File: src/rtl/stat_hier_pkg.sv
package stat_hier_pkg;
  localparam int NUM_GRP  = 3;
  localparam int GRP_OPER = 0;
  localparam int GRP_QUES = 1;
  localparam int GRP_STD  = 2;
  localparam int ADDR_W   = 4;
  localparam int SB_W     = 8;
  localparam int STB_OPER = 7;
  localparam int STB_RQS  = 6;
  localparam int STB_ESB  = 5;
  localparam int STB_MAV  = 4;
  localparam int STB_QUES = 3;

  typedef enum logic [1:0] {
    SEL_COND = 2'd0,
    SEL_EVT  = 2'd1,
    SEL_EN   = 2'd2,
    SEL_NONE = 2'd3
  } reg_sel_e;

  localparam logic [1:0] MISC_GRP = 2'd3;
  localparam logic [1:0] MISC_STB = 2'd0;
  localparam logic [1:0] MISC_SRE = 2'd1;
endpackage

File: src/rtl/stat_group.sv
module stat_group #(
  parameter int W        = 16,
  parameter bit HAS_COND = 1'b1
) (
  input  logic         clk,
  input  logic         rst,
  input  logic         preset,
  input  logic [W-1:0] cond_in,
  input  logic         evt_clr,
  input  logic         en_we,
  input  logic [W-1:0] en_wd,
  output logic [W-1:0] cond_q,
  output logic [W-1:0] evt_q,
  output logic [W-1:0] en_q,
  output logic         summary
);
  logic [W-1:0] rise;

  generate
    if (HAS_COND) begin : g_cond
      always_ff @(posedge clk) begin
        if (rst) cond_q <= '0;
        else     cond_q <= cond_in;
      end
    end else begin : g_nocond
      assign cond_q = '0;
    end
  endgenerate

  // positive transition filter
  assign rise = cond_in & ~cond_q & {W{HAS_COND}};

  always_ff @(posedge clk) begin
    if (rst || preset) begin
      evt_q <= '0;
    end else begin
      evt_q <= (evt_clr ? '0 : evt_q) | rise;
    end
  end

  always_ff @(posedge clk) begin
    if (rst || preset) en_q <= '0;
    else if (en_we)    en_q <= en_wd;
  end

  assign summary = |(evt_q & en_q);
endmodule

File: src/rtl/stat_stb_build.sv
module stat_stb_build
  import stat_hier_pkg::*;
#(
  parameter int NG = NUM_GRP
) (
  input  logic            clk,
  input  logic            rst,
  input  logic            preset,
  input  logic [NG-1:0]   grp_sum,
  input  logic            mav,
  input  logic            sre_we,
  input  logic [SB_W-1:0] sre_wd,
  output logic [SB_W-1:0] sre_q,
  output logic [SB_W-1:0] stb_q,
  output logic            srq
);
  localparam logic [SB_W-1:0] RQS_MASK = ~(SB_W'(1) << STB_RQS);

  logic [SB_W-1:0] stb_c;
  logic            rqs_c;

  always_comb begin
    stb_c           = '0;
    stb_c[STB_OPER] = grp_sum[GRP_OPER];
    stb_c[STB_ESB]  = grp_sum[GRP_STD];
    stb_c[STB_QUES] = grp_sum[GRP_QUES];
    stb_c[STB_MAV]  = mav;
    rqs_c           = |(stb_c & sre_q & RQS_MASK);
    stb_c[STB_RQS]  = rqs_c;
  end

  always_ff @(posedge clk) begin
    if (rst || preset) sre_q <= '0;
    else if (sre_we)   sre_q <= sre_wd;
  end

  always_ff @(posedge clk) begin
    if (rst) begin
      stb_q <= '0;
      srq   <= 1'b0;
    end else begin
      stb_q <= stb_c;
      srq   <= rqs_c;
    end
  end
endmodule

File: src/rtl/stat_rd_mux.sv
module stat_rd_mux
  import stat_hier_pkg::*;
#(
  parameter int W  = 16,
  parameter int NG = NUM_GRP
) (
  input  logic                   clk,
  input  logic                   rst,
  input  logic                   rd_en,
  input  logic [ADDR_W-1:0]      rd_addr,
  input  logic [NG-1:0][W-1:0]   cond_v,
  input  logic [NG-1:0][W-1:0]   evt_v,
  input  logic [NG-1:0][W-1:0]   en_v,
  input  logic [SB_W-1:0]        stb,
  input  logic [SB_W-1:0]        sre,
  output logic [W-1:0]           rd_data
);
  logic [1:0]   grp;
  reg_sel_e     sel;
  logic [W-1:0] grp_word;
  logic [W-1:0] mux_c;

  assign grp = rd_addr[3:2];
  assign sel = reg_sel_e'(rd_addr[1:0]);

  always_comb begin
    grp_word = '0;
    for (int g = 0; g < NG; g++) begin
      if (grp == 2'(g)) begin
        case (sel)
          SEL_COND: grp_word = cond_v[g];
          SEL_EVT:  grp_word = evt_v[g];
          SEL_EN:   grp_word = en_v[g];
          default:  grp_word = '0;
        endcase
      end
    end
  end

  always_comb begin
    mux_c = grp_word;
    if (grp == MISC_GRP) begin
      if (rd_addr[1:0] == MISC_STB)      mux_c = W'(stb);
      else if (rd_addr[1:0] == MISC_SRE) mux_c = W'(sre);
      else                               mux_c = '0;
    end
  end

  always_ff @(posedge clk) begin
    if (rst)        rd_data <= '0;
    else if (rd_en) rd_data <= mux_c;
  end
endmodule

File: src/rtl/stat_hier.sv
module stat_hier
  import stat_hier_pkg::*;
#(
  parameter int W = 16
) (
  input  logic              clk,
  input  logic              rst,
  input  logic              preset,
  input  logic [W-1:0]      oper_cond,
  input  logic [W-1:0]      std_cond,
  input  logic              msg_avail,
  input  logic              wr_en,
  input  logic [ADDR_W-1:0] wr_addr,
  input  logic [W-1:0]      wr_data,
  input  logic              rd_en,
  input  logic [ADDR_W-1:0] rd_addr,
  output logic [W-1:0]      rd_data,
  output logic [SB_W-1:0]   status_byte,
  output logic              srq
);
  logic [NUM_GRP-1:0][W-1:0] grp_condq;
  logic [NUM_GRP-1:0][W-1:0] grp_evt;
  logic [NUM_GRP-1:0][W-1:0] grp_en;
  logic [NUM_GRP-1:0]        grp_sum;
  logic [NUM_GRP-1:0]        evt_clr;
  logic [NUM_GRP-1:0]        en_we;
  logic [SB_W-1:0]           sre_q;
  logic                      sre_we;

  assign sre_we = wr_en && wr_addr[3:2] == MISC_GRP && wr_addr[1:0] == MISC_SRE;

  generate
    for (genvar g = 0; g < NUM_GRP; g++) begin : g_grp
      logic [W-1:0] cin;
      if (g == GRP_OPER) begin : g_op
        assign cin = oper_cond;
      end else if (g == GRP_STD) begin : g_sd
        assign cin = std_cond;
      end else begin : g_none
        assign cin = '0;
      end

      assign evt_clr[g] = rd_en && rd_addr[3:2] == 2'(g) && rd_addr[1:0] == SEL_EVT;
      assign en_we[g]   = wr_en && wr_addr[3:2] == 2'(g) && wr_addr[1:0] == SEL_EN;

      stat_group #(
        .W        (W),
        .HAS_COND (g != GRP_QUES)
      ) u_grp (
        .clk     (clk),
        .rst     (rst),
        .preset  (preset),
        .cond_in (cin),
        .evt_clr (evt_clr[g]),
        .en_we   (en_we[g]),
        .en_wd   (wr_data),
        .cond_q  (grp_condq[g]),
        .evt_q   (grp_evt[g]),
        .en_q    (grp_en[g]),
        .summary (grp_sum[g])
      );
    end
  endgenerate

  stat_stb_build #(.NG(NUM_GRP)) u_stb (
    .clk     (clk),
    .rst     (rst),
    .preset  (preset),
    .grp_sum (grp_sum),
    .mav     (msg_avail),
    .sre_we  (sre_we),
    .sre_wd  (wr_data[SB_W-1:0]),
    .sre_q   (sre_q),
    .stb_q   (status_byte),
    .srq     (srq)
  );

  stat_rd_mux #(.W(W), .NG(NUM_GRP)) u_rd (
    .clk     (clk),
    .rst     (rst),
    .rd_en   (rd_en),
    .rd_addr (rd_addr),
    .cond_v  (grp_condq),
    .evt_v   (grp_evt),
    .en_v    (grp_en),
    .stb     (status_byte),
    .sre     (sre_q),
    .rd_data (rd_data)
  );
endmodule

File: config.mk
export PLATFORM = sky130hd
export DESIGN_NAME = stat_hier
export DESIGN_NICKNAME = d
export VERILOG_FILES = /design/src/rtl/stat_hier_pkg.sv /design/src/rtl/stat_group.sv /design/src/rtl/stat_stb_build.sv /design/src/rtl/stat_rd_mux.sv /design/src/rtl/stat_hier.sv
export SDC_FILE = /design/constraint.sdc
export NUM_CORES = 1
export LEC_CHECK = 0
export CAP_MARGIN = 20
export CORE_MARGIN = 3
export CORE_UTILIZATION = 50
export CTS_BUF_LIST = sky130_fd_sc_hd__clkbuf_4
export CTS_CLUSTER_SIZE = 40
export DETAILED_ROUTE_END_ITERATION = 10
export DONT_BUFFER_PORTS = 1
export GPL_TIMING_DRIVEN = 0
export HOLD_SLACK_MARGIN = 0.06
export PLACE_DENSITY = 0.68
export SYNTH_ARGS = -nofsm -noshare
export SYNTH_HDL_FRONTEND = slang
export SYNTH_SLANG_ARGS = --single-unit
File: constraint.sdc
create_clock -name clk -period 1.3 [get_ports clk]
set_input_delay 0.065 -clock clk [delete_from_list [all_inputs] [get_ports clk]]
set_output_delay 0.065 -clock clk [all_outputs]
set_load 0.01 [all_outputs]
# Yosys cells after proc, flatten, opt, wreduce, memory -nomap -nowiden
# Index checks and enable logic that the tools add are counted.
# totals
regBits,144
word_cells,61
# op_classes
eq_ne,10
n_mux,11
n_bitwise,9
reduce_logical,19
# op_table
cell,count
16-bit two-way mux,8
16-bit case mux with 3 select lines,2
16-bit AND,4
16-bit NOT,2
16-bit bitwise OR,2
16-bit OR reduction,2
"2-bit == test, second input constant",6
1-bit logical AND,12
8-bit AND,1
"2-bit by 1-bit == test with 1-bit output, second input constant",4
8-bit two-way mux,1
7-bit OR reduction,1
2-bit zero test,3
1-bit logical OR,1

# Depth between registers and ports, before layout
# Gate-level depths: netlist (run 1).
# depth
ltp_word,6
ltp_mapped,8

# Modules after synthesis
# A second synthesis (run 1) with hierarchy kept.
# unflattened
hier_cells,713
area_unflattened_um2,6993.0
# by_module_without_submodules
mod,n_inst,cells_each,area_each_um2,seq_area_each_um2
stat_group at g_grp[0].u_grp ...,2,162,1771.7,960.9
stat_rd_mux,1,245,2003.2,320.3
stat_group at g_grp[1].u_grp,1,87,833.3,320.3
stat_stb_build,1,44,481.7,260.2
stat_hier,1,13,131.4,0.0

# Least setup slack after synthesis (run 1)
# Ideal clock, no wire load.
# synth_timing
path_type,register -> register
start,register g_grp[2].u_grp.evt_q[6]
end,register u_stb.stb_q[6]
t_arrival_ns,1.242
required_time_ns,1.178
path_slack_ns,-0.063
path_stages_with_launch,6
path_cell_list,dfxtp_1 a22o_1 a221oi_2 and3_1 a31oi_1 a221o_1
# synth_between
elab_chain_cells,4
# synth_lines
item,line,text
from (decl),stat_group.sv:13,"output logic [W-1:0] evt_q,"
from (signal assigned),stat_group.sv:37,evt_q <= (evt_clr ? '0 : evt_q) | rise;
16-bit AND,stat_group.sv:46,assign summary = |(evt_q & en_q);
16-bit OR reduction,stat_group.sv:46,
8-bit AND,stat_stb_build.sv:28,rqs_c = |(stb_c & sre_q & RQS_MASK);
7-bit OR reduction,stat_stb_build.sv:28,
to (signal assigned),stat_stb_build.sv:42,stb_q <= stb_c;
to (decl),stat_stb_build.sv:14,"output logic [SB_W-1:0] stb_q,"
# Every way passes these cells.
# A chain may end at the register's enable or synchronous reset.

# Worst setup path in the final report (run 1)
# layout_timing
start,register g_grp[0].u_grp.evt_q[9]
end,register u_stb.stb_q[6]
# layout_between
elab_chain_cells,4
# layout_lines
item,line
from (decl),stat_group.sv:13
from (signal assigned),stat_group.sv:37
16-bit AND,stat_group.sv:46
16-bit OR reduction,stat_group.sv:46
8-bit AND,stat_stb_build.sv:28
7-bit OR reduction,stat_stb_build.sv:28
# Every way passes these cells.

==> results of run 1 <==
routing by layer:
layer / global-route usage, % / wire [um]
met5: 0 / 0
met4: 13.3 / 645
met3: 7.73 / 1520
met2: 46.3 / 8800
met1: 37.5 / 8250
path summary, 6_finish.rpt:
| kind | to | startpoint | slack, ns |
|---|---|---|---|
| min | g_grp[0].u_grp.en_q[4] | wr_addr[2] | 0.05 |
| max reg2reg | u_stb.stb_q[6] | g_grp[0].u_grp.evt_q[9] | -0.20 |
| min reg2reg | g_grp[2].u_grp.en_q[14] | g_grp[2].u_grp.en_q[14] | 0.48 |
| max | u_stb.stb_q[6] | g_grp[0].u_grp.evt_q[9] | -0.20 |
area by class of cell:
type | count | share of cell area, %
Clock inverter | 12 | 1.06
Antenna cell | 1 | 0.0326
Clock buffer | 19 | 1.86
Multi-Input combinational cell | 473 | 38.6
Tap cell | 143 | 2.33
Timing Repair Buffer | 117 | 15.1
Sequential cell | 140 | 36.6
Buffer | 50 | 4.39
where the power goes:
group / internal, mW / switching, mW / total [mW]
Sequential: 4.42 / 0.117 / 4.54
Combinational: 0.467 / 0.487 / 0.953
Clock: 0.928 / 1.53 / 2.46
stage by stage:
stage               utilization, %  hold slack (ns)  instances  TNS, ns  setup WS, ns
finish                        66.3           0.0489        955   -0.226        -0.195
CTS                           65.4           0.0653        948    -2.55        -0.238
global placement              53.6            0.159        806    -4.78        -0.249
floorplan                        -            0.144        663  -0.0358       -0.0358
detailed placement            53.6            0.156        806    -6.67        -0.254
global route                  66.3           0.0606        955   -0.336        -0.260
cells in the mapped netlist (3+ instances only):
| cell | count | area share [%] |
|---|---|---|
| dfxtp_1 | 140 | 47 |
| nor2_1 | 91 | 5.7 |
| mux2i_1 | 76 | 13 |
| nand2_1 | 76 | 4.7 |
| nor2b_1 | 68 | 7.1 |
| a21oi_1 | 52 | 4.3 |
| o21ai_0 | 24 | 2.0 |
| clkbuf_1 | 18 | 1.1 |
| a22oi_1 | 12 | 1.5 |
| buf_4 | 12 | 1.5 |
| a22o_1 | 11 | 1.6 |
| a221oi_1 | 9 | 1.3 |
| buf_2 | 9 | 0.75 |
| a311oi_1 | 8 | 1.2 |
| buf_6 | 8 | 1.5 |
| a21boi_1 | 4 | 0.50 |
| a41oi_1 | 4 | 0.58 |
| o21bai_1 | 4 | 0.50 |
| a211oi_1 | 3 | 0.37 |
| and3_1 | 3 | 0.31 |
| o32a_1 | 3 | 0.50 |
logic make-up (layout without fill, tap and decap cells):
family,Yosys count,after routing
compound gates,140,140
buf+inv,50,198
flops,140,140
mux,76,76
other cells,1,5
simple gates,253,253
sequential cells by signal (all words and copies together) (netlist names):
name / flops
g_grp.u_grp.cond_q: 32
g_grp.u_grp.en_q: 48
g_grp.u_grp.evt_q: 32
u_rd.rd_data: 16
u_stb.sre_q: 8
u_stb.stb_q: 4
critical path, stage by stage (launching register included):
cell	delay, ns
dfxtp_2	0.34
a22o_1	0.25
a221oi_2	0.17
and3_4	0.22
a31oi_4	0.11
a221o_1	0.32
repair_timing:
action	in CTS	in global routing
setup endpoints to repair	2	70
gates cloned	0	1
hold endpoints to repair	139	4
pin swaps	4	3
setup buffers	2	5
gates resized for setup	7	26
hold buffers	109	1
==> impl_results.md, run 1 <==
* Port Buf Inserts at 0
* DRT Pass-1 Iters at 5
* Pwr dens at 1040 nW/um^2
* Hold depth at 5
* Final instance area at 7670 um^2
* Hold Crit Class: in2reg
* Post-Syn Area at 6010 um^2
* Detail Placement HPWL at 13100 um
* Worst IR drop on VDD at 716 uV
* Clock latency on the worst-skew pair at 0.56 ns
* # clock sinks at 140
* Final Worst Setup Slack at -0.195 ns
* GR Overflow Total at 0
* Chip width at 116 um
* Yosys cell types at 39
* Post-synthesis sequential area ratio at 46.6%
* Cell area after placement at 6200 um^2
* Fin crit share at 115%
* Drt drc at 0
* WP data arrival at 1.96 ns
* Status: finished with violations
* Simple-gate share of the synthesized area at 20.0%
* Row cnt at 39
* Die Ht at 116 um
* Vias per cell at 5.79
* Clock period minus worst slack at 1.50 ns
* Vias in the first global route at 5443
* Worst Setup End Kind: flop
* Main synth FF type: dfxtp_1
* Synth Area in Adders at 0%
* Fillers at 955
* YS warnings at 0
* Largest net degree at the start of global routing at 17
* First-pass GRT wire length at 29100 um
* Largest family of logic cells by synthesized area: simple AND/OR/NAND/NOR gates
* Core area at 11600 um^2
* Post-synthesis xor/xnor area fraction at 0%
* Crit Path Category: reg2reg
* Max Root-Sink Buffers at 2
* Max capacitance violation total at 0
* H-tree Lvls at 4
* DRT iter0 DRCs at 470
* Commonest non-fill, non-tap cell in the layout: dfxtp_1
* #FFs+latches synth at 140
* Final hold violation count at 0
* Post-synthesis mux area share at 12.7%
* Routed Antenna Nets at 0
* Nets at 861
* DR vias at 5528
* Synthesis-to-finish area growth at 27.6%
* Max FO, Critical Path at 2
* Synth async-reset ratio at 0%
* Number of enable flip-flop cells after synthesis at 0
* Most frequent cells in the layout: dfxtp_1, dlygate4sd3_1, nor2_1
* Final setup viols at 2
* Worst-path clk slew at 0.12 ns
* Multi-input gate area in the final layout at 2960 um^2
* Post-synthesis compound-gate area fraction at 15.3%
* Max-slew violation count at 0
* Starting Density at 52.0%
* Layout Skew at 0.0174 ns
* Num ports at 87
* Slew @ Worst Pin at 0.711 ns
* Wirelength per Cell at 20.1 um
* Gpl congestion at 0.931
* Violated checks: negative setup slack
* RSZ-0062 raised after global routing: true
* Max Clk Rate at 0.669 GHz
* Post-Route WL at 19200 um
* TritonCTS buffer count at 17
* Initial antenna violation count at 1
* Register area at 2810 um^2
* CTS tree: done
* Mean Syn Cell Area at 9.11 um^2
* Post-synthesis cell count at 660
* Power Total at 7.95 mW
* Die Footprint at 13400 um^2
* LEAKAGE at 3.03 nW
* Startpoint types: flop
* Fraction of layout cells with a size suffix above 1 at 11.2%
* Overall Global Routing Usage at 29.2%
* Root Buffer: clkbuf_4
* WP data required at 1.76 ns
* Slew headroom at 52.6%
* Worst R2R Path Depth at 5
Note: power is estimated with default switching activity, not from simulation.
==> inputs of run 2 (changes only) <==
- CELL_PAD_IN_SITES_DETAIL_PLACEMENT: default -> 1
- CELL_PAD_IN_SITES_GLOBAL_PLACEMENT: default -> 1
- PLACE_DENSITY: 0.68 -> default
- PLACE_DENSITY_LB_ADDON: default -> 0.1
- clock period: 1.3 -> 1.8 ns (I/O delays scaled with it)
==> impl_results.md, run 2 (synthesized netlist as in run 1, its figures left out) <==
* Final setup viols at 0 (-2)
* Largest regs: g_grp.u_grp.en_q (48), g_grp.u_grp.cond_q (32), g_grp.u_grp.evt_q (32)
* Clock latency on the worst-skew pair at 0.56 ns (about the same)
* Slew headroom at 48.0% (-4.6 points)
* Crit path top cell by count: dlygate4sd3_1
* LEAKAGE at 2.78 nW (-8.4%)
* Routed Antenna Nets at 0 (unchanged)
* Root Buffer: clkbuf_4
* DR vias at 5417 (-2.0%)
* GR Util met3 at 9.56% (+1.8 points)
* WP data arrival at 2.20 ns (+0.24 ns)
* Layout Skew at 0.0194 ns (+0.00202 ns)
* Startpoint types: input port
* # diodes at 0 (-1)
* Final instance area at 7200 um^2 (-6.1%)
* WP buf/inv at 3 (+3)
* Max FO, Critical Path at 10 (+8)
* DRT iter0 DRCs at 315 (-33%)
* Fraction of layout cells with a size suffix above 1 at 8.34% (-2.9 points)
* Pwr dens at 834 nW/um^2 (-20%)
* Vias per cell at 5.95 (+2.8%)
* Worst Setup End Kind: flop
* Worst IR drop on VDD at 631 uV (-12%)
* Port Buf Inserts at 0 (unchanged)
* GR Layer Usage met1 at 38.8% (+1.3 points)
* Most frequent cells in the layout: dfxtp_1, nor2_1, mux2i_1, nand2_1, dlygate4sd3_1
* First-pass GRT wire length at 32200 um (+10%)
* Grt peak-use layer: met2
* Vias in the first global route at 5774 (+6.1%)
* Chip width at 116 um (unchanged)
* Max Root-Sink Buffers at 2 (unchanged)
* Clock period minus worst slack at 1.72 ns
* Die Ht at 116 um (unchanged)
* Wirelength per Cell at 22.8 um (+14%)
* Max Clk Rate at 0.582 GHz
* Core area at 11600 um^2 (unchanged)
* Hold wc startpoint: wr_addr[1]
* Row cnt at 39 (unchanged)
* Top delay family on crit path: buffers and inverters
* Num ports at 87 (unchanged)
* Detail Placement HPWL at 14500 um (+10%)
* WP data required at 2.28 ns (+0.52 ns)
* Largest net degree at the start of global routing at 17 (unchanged)
* Max reg flops at 48 (unchanged)
* Crit-path cells: dlygate4sd3_1 -> nor3_4 -> buf_2 -> nand2_1 -> dlygate4sd3_1 -> a21oi_1
* Overall Global Routing Usage at 32.2% (+3.0 points)
* H-tree Lvls at 4 (unchanged)
* Hold Crit Class: in2reg
* Slew @ Worst Pin at 0.779 ns (+0.0683 ns)
* TritonCTS buffer count at 17 (unchanged)
* CTS tree: done
* Starting Density at 52.0% (unchanged)
* Status: finished, final reports clean
* Nets at 816 (-5.2%)
* Synthesis-to-finish area growth at 19.9%
* Commonest non-fill, non-tap cell in the layout: dfxtp_1
* Worst path max stage delay at 0.60 ns (+0.26 ns)
* Drt drc at 0 (unchanged)
* Post-Route WL at 20800 um (+8.2%)
* Initial antenna violation count at 0 (-1)
* Max-slew violation count at 0 (unchanged)
* Setup TNS at 0 ns (+0.226 ns)
* RSZ-0062 raised after global routing: false
* Final hold violation count at 0 (unchanged)
* Crit Path Category: in2reg
* Gpl congestion at 0.904 (-2.8%)
* Die Footprint at 13400 um^2 (unchanged)
* Max capacitance violation total at 0 (unchanged)
* Crit Reg-Reg Startpoint: g_grp[0].u_grp.en_q[2]
* Fin crit share at 95.5%
* Worst-path clk slew at 0.11 ns (about the same)
* GR Overflow Total at 0 (unchanged)
* CP max stage cell: dlygate4sd3_1
* # clock sinks at 140 (unchanged)
* DRT Pass-1 Iters at 7 (+2)
* Met2 Use GR at 55.4% (+9.1 points)
* Cell area after placement at 6200 um^2 (unchanged)
* Top reg by flops: g_grp.u_grp.en_q
* Critical path origin: wr_addr[2]
* Fillers at 1316 (+38%)
==> run 2: final timing paths <==
path | to | slack [ns] | cells past startpoint
setup / recovery | g_grp[2].u_grp.en_q[7] | 0.08 | 6
setup reg to reg | u_stb.stb_q[6] | 0.17 | 5
hold reg to reg | g_grp[2].u_grp.en_q[1] | 0.50 | 2
hold / removal | g_grp[2].u_grp.en_q[12] | 0.09 | 5
==> run 2: per-stage QoR <==
step | std cells | hold WS [ns] | power [mW] | setup WS [ns] | util, %
floorplan | 663 | 0.169 | 3.68 | 0.437 | -
global placement | 806 | 0.182 | 3.81 | 0.255 | 53.6
detailed placement | 806 | 0.182 | 3.83 | 0.229 | 53.6
CTS | 910 | 0.0722 | 6.00 | 0.0345 | 62.2
global route | 910 | 0.0815 | 6.25 | 0.0308 | 62.3
finish | 910 | 0.0860 | 6.01 | 0.0817 | 62.3
==> run 2: worst min-delay path: stages <==
cell and delay (ns):
nand2b_4 0.07, nor3_4 0.07, buf_2 0.20, nand2_1 0.09
a21oi_1 0.06
==> run 2: layout make-up <==
class / count / area (um^2) / area share, %
Buffer: 50 / 320 / 4.45
Clock buffer: 20 / 150 / 2.08
Clock inverter: 12 / 128 / 1.77
Multi-Input combinational cell: 473 / 2900 / 40.3
Sequential cell: 140 / 2800 / 38.9
Tap cell: 143 / 179 / 2.48
Timing Repair Buffer: 72 / 721 / 10.0
==> run 2: what timing repair did <==
| item | in CTS | in global routing |
|---|---|---|
| hold buffers | 72 | 0 |
| endpoints found under the setup margin | 0 | 9 |
| buffers inserted | 0 | 0 |
| gates resized for setup | 0 | 1 |
| hold endpoints to repair | 133 | 0 |
==> run 2: metal layers <==
layer  vias to the layer above  share of wire, %
li1                       2456                 -
met1                      2704                41
met2                       215                49
met3                        42               7.8
met4                         0               2.7
met5                         -                 0
==> run 2: power by group <==
part           switching (mW)  internal, mW  total (mW)
Clock                    1.12         0.975        2.09
Combinational           0.351         0.284       0.635
Sequential             0.0868          3.19        3.28
Total                    1.55          4.45        6.01
==> inputs of run 3 (changes only) <==
- ABC_AREA: default -> 1
- CTS_CLUSTER_SIZE: 40 -> 8
==> impl_results.md, run 3 <==
* H-tree Lvls at 4 (unchanged)
* Detail Placement HPWL at 16000 um (+10%)
* Largest net degree at the start of global routing at 17 (unchanged)
* Mean Syn Cell Area at 6.96 um^2 (-24%)
* Synth async-reset ratio at 0% (unchanged)
* CTS tree: done
* # clock sinks at 140 (unchanged)
* Top reg by flops: g_grp.u_grp.en_q
* Hold Crit Class: in2reg
* #FFs+latches synth at 140 (unchanged)
* RSZ-0062 raised after global routing: false
* Wirelength per Cell at 21.4 um (-6.4%)
* Max-slew violation count at 0 (unchanged)
* Starting Density at 52.4% (+0.43 points)
* Post-synthesis sequential area ratio at 45.7% (-0.96 points)
* Worst R2R Path Depth at 8 (+3)
* Overall Global Routing Usage at 36.4% (+4.2 points)
* Placed Cells at 1027 (+27%)
* Max capacitance violation total at 0 (unchanged)
* Logic pwr share at 12.1% (+1.5 points)
* Fin crit share at 97.5% (+2.0 points)
* DR vias at 6488 (+20%)
* TritonCTS buffer count at 17 (unchanged)
* Max Clk Rate at 0.570 GHz (-2.0%)
* Fraction of layout cells with a size suffix above 1 at 9.91% (+1.6 points)
* Final setup viols at 0 (unchanged)
* Max Root-Sink Buffers at 2 (unchanged)
* Worst Setup End Kind: flop
* CP max stage cell: dlygate4sd3_1
* Clock latency on the worst-skew pair at 0.60 ns (+0.04 ns)
* Nets at 1032 (+26%)
* Switching share of total power at 29.1% (+3.2 points)
* Share of the synthesized area in the top cell type at 45.7% (-0.96 points)
* Most common cell in the netlist: nand2_1
* Final std cells w/o fill at 1122 (+23%)
* Initial antenna violation count at 0 (unchanged)
* Crit path top cell by count: dlygate4sd3_1
* Status: finished, final reports clean
* Synthesis-to-finish area growth at 17.1%
* Cell taking the most area after synthesis: dfxtp_1
* Post-synthesis cell count at 881 (+33%)
* Chip width at 117 um (+0.99%)
* Crit Path Category: in2reg
* Synth cell count leaders: nand2_1, dfxtp_1, nor2_1
* DRT iter0 DRCs at 451 (+43%)
* Number of enable flip-flop cells after synthesis at 0 (unchanged)
* Post-Route WL at 24000 um (+15%)
* Crit Reg-Reg Startpoint: g_grp[2].u_grp.en_q[7]
* # diodes at 0 (unchanged)
* Clock period minus worst slack at 1.75 ns (+0.0358 ns)
* Row cnt at 39 (unchanged)
* Startpoint types: input port
* Cts hold-fix bufs at 67 (-6.9%)
* Die Ht at 117 um (+0.99%)
* Commonest non-fill, non-tap cell in the layout: nand2_1
* Most frequent cells in the layout: nand2_1, dfxtp_1, nor2_1
* Crit path capture: g_grp[2].u_grp.en_q[8]
* Root Buffer: clkbuf_4
* Vias per cell at 5.78 (-2.9%)
* Routed Antenna Nets at 0 (unchanged)
* LEAKAGE at 3.02 nW (+9.0%)
* Die Footprint at 13600 um^2 (+2.0%)
* Ranking of synthesized cells by area: dfxtp_1, nand2_1, a21oi_1, nor2_1, inv_1
* Max FO, Critical Path at 10 (unchanged)
* Pwr dens at 784 nW/um^2 (-6.0%)
* Yosys cell types at 28 (-28%)
* Drt drc at 0 (unchanged)
* P_sw at 1.64 mW (+5.4%)
* Worst path max stage delay at 0.69 ns (+0.09 ns)
* Int Pwr at 4.00 mW (-10%)
* Worst reg-to-reg setup slack at 0.46 ns (+0.29 ns)
* Worst-path clk slew at 0.11 ns (about the same)
* Main synth FF type: dfxtp_1
* Vias in the first global route at 6994 (+21%)
* Crit-path cells: dlygate4sd3_1 -> nand4_1 -> dlygate4sd3_1 -> inv_1 -> buf_2 -> nand2_1 -> a21oi_1
* Num ports at 87 (unchanged)
* Port Buf Inserts at 0 (unchanged)
* Smallest hold slack at 0.0600 ns (-0.0260 ns)
* Power Total at 5.63 mW (-6.2%)
* Setup TNS at 0 ns (unchanged)
* Largest regs: g_grp.u_grp.en_q (48), g_grp.u_grp.cond_q (32), g_grp.u_grp.evt_q (32)
* Clk pwr share at 29.8% (-5.0 points)
* Slew headroom at 51.3% (+3.2 points)
* Setup bufs post-CTS at 0 (unchanged)
* First-pass GRT wire length at 36700 um (+14%)
* Post-Syn Area at 6140 um^2 (+2.1%)
* WP data arrival at 2.27 ns (+0.07 ns)
* Critical path origin: wr_en
* Gpl congestion at 0.855 (-5.5%)
* GR Overflow Total at 0 (unchanged)
* Worst IR drop on VDD at 634 uV (+0.45%)
* Final hold violation count at 0 (unchanged)
* Sequential share of power at 58.1% (+3.5 points)
* Core area at 11700 um^2 (+1.3%)
* WP data required at 2.31 ns (+0.03 ns)
* YS warnings at 0 (unchanged)
* Max reg flops at 48 (unchanged)
* Slew @ Worst Pin at 0.731 ns (-0.0482 ns)
* Layout Skew at 0.0146 ns (-0.00483 ns)
* FF-to-FF End: u_stb.stb_q[6]
* Post-CTS Resized at 0 (unchanged)
* DRT Pass-1 Iters at 5 (-2)
## run 3: cell types whose count changed in the layout (fill, tap and decap cells not counted), moves of 8 or more
| cell | previous run | this run |
|---|---|---|
| inv_1 | 0 | 69 |
| a311oi_1 | 8 | 0 |
| a22o_1 | 11 | 0 |
| or2_2 | 1 | 32 |
| nand3_1 | 2 | 45 |
| nor2b_1 | 68 | 0 |
| a22oi_1 | 12 | 1 |
| a211oi_1 | 3 | 19 |
| mux2i_1 | 76 | 0 |
| a221oi_1 | 9 | 0 |
| nand2_1 | 76 | 307 |
| a21oi_1 | 52 | 83 |
## run 3: critical path: cells and delay by family
family | cells | cell delay, ns
AND/OR/NAND/NOR | 2 | 0.35
buffers and inverters | 4 | 1.65
AO/OA/AOI/OAI | 1 | 0.17
## run 3: area by class of cell
class                      count  area [um^2]
tap                          143          179
multi-input combinational    624         2800
inverter                      75          287
buffer                        45          254
timing repair buffer          67          671
clock buffer                  21          158
sequential                   140         2800
fill                        1554         4530
clock inverter                 7         28.8
## run 3: cells by family after synthesis
| group | after synthesis | share of synthesized area, % |
|---|---|---|
| AND/OR/NAND/NOR | 485 | 33.4 |
| flip-flops | 140 | 45.7 |
| AO/OA/AOI/OAI | 135 | 12.1 |
| buffers and inverters | 120 | 8.81 |
| other | 1 | 0.0611 |
## run 3: worst min-delay path by stage
stage	startpoint	to	slack [ns]	depth (start not counted)
after global routing	rd_addr[2]	g_grp[0].u_grp.evt_q[1]	0.07	4
after detailed placement	msg_avail	u_stb.stb_q[4]	0.21	2
after CTS	rd_addr[1]	u_rd.rd_data[13]	0.06	4
final	rd_addr[2]	g_grp[0].u_grp.evt_q[1]	0.06	4
after floorplan	msg_avail	u_stb.stb_q[4]	0.20	2
after global placement	msg_avail	u_stb.stb_q[4]	0.20	2
## run 3: power groups by stage
| stage | combinational [mW] | sequential, mW | clock (mW) |
|---|---|---|---|
| 4_1_cts | 0.647 | 3.27 | 1.64 |
| 2_1_floorplan | 0.352 | 3.32 | 0 |
| 5_1_grt | 0.725 | 3.29 | 1.84 |
| 3_3_place_gp | 0.479 | 3.33 | 0 |
| 3_5_place_dp | 0.505 | 3.34 | 0 |
| 6_report | 0.680 | 3.27 | 1.68 |
## run 3: per-stage QoR
step / setup WS, ns / util (%) / area [um^2]
global route: 0.00926 / 61.3 / 7180
floorplan: 0.761 / - / 6150
finish: 0.0458 / 61.3 / 7180
global placement: 0.226 / 54.0 / 6330
detailed placement: 0.153 / 54.0 / 6330
CTS: 0.112 / 61.3 / 7180
## run 3: layer usage
| metal | GRT usage [%] | vias up | wire length [um] |
|---|---|---|---|
| met2 | 61.8 | 293 | 11600 |
| li1 | - | 2938 | - |
| met5 | 0 | - | 0 |
| met3 | 9.25 | 94 | 1720 |
| met4 | 22.2 | 0 | 1390 |
| met1 | 41.0 | 3163 | 9280 |
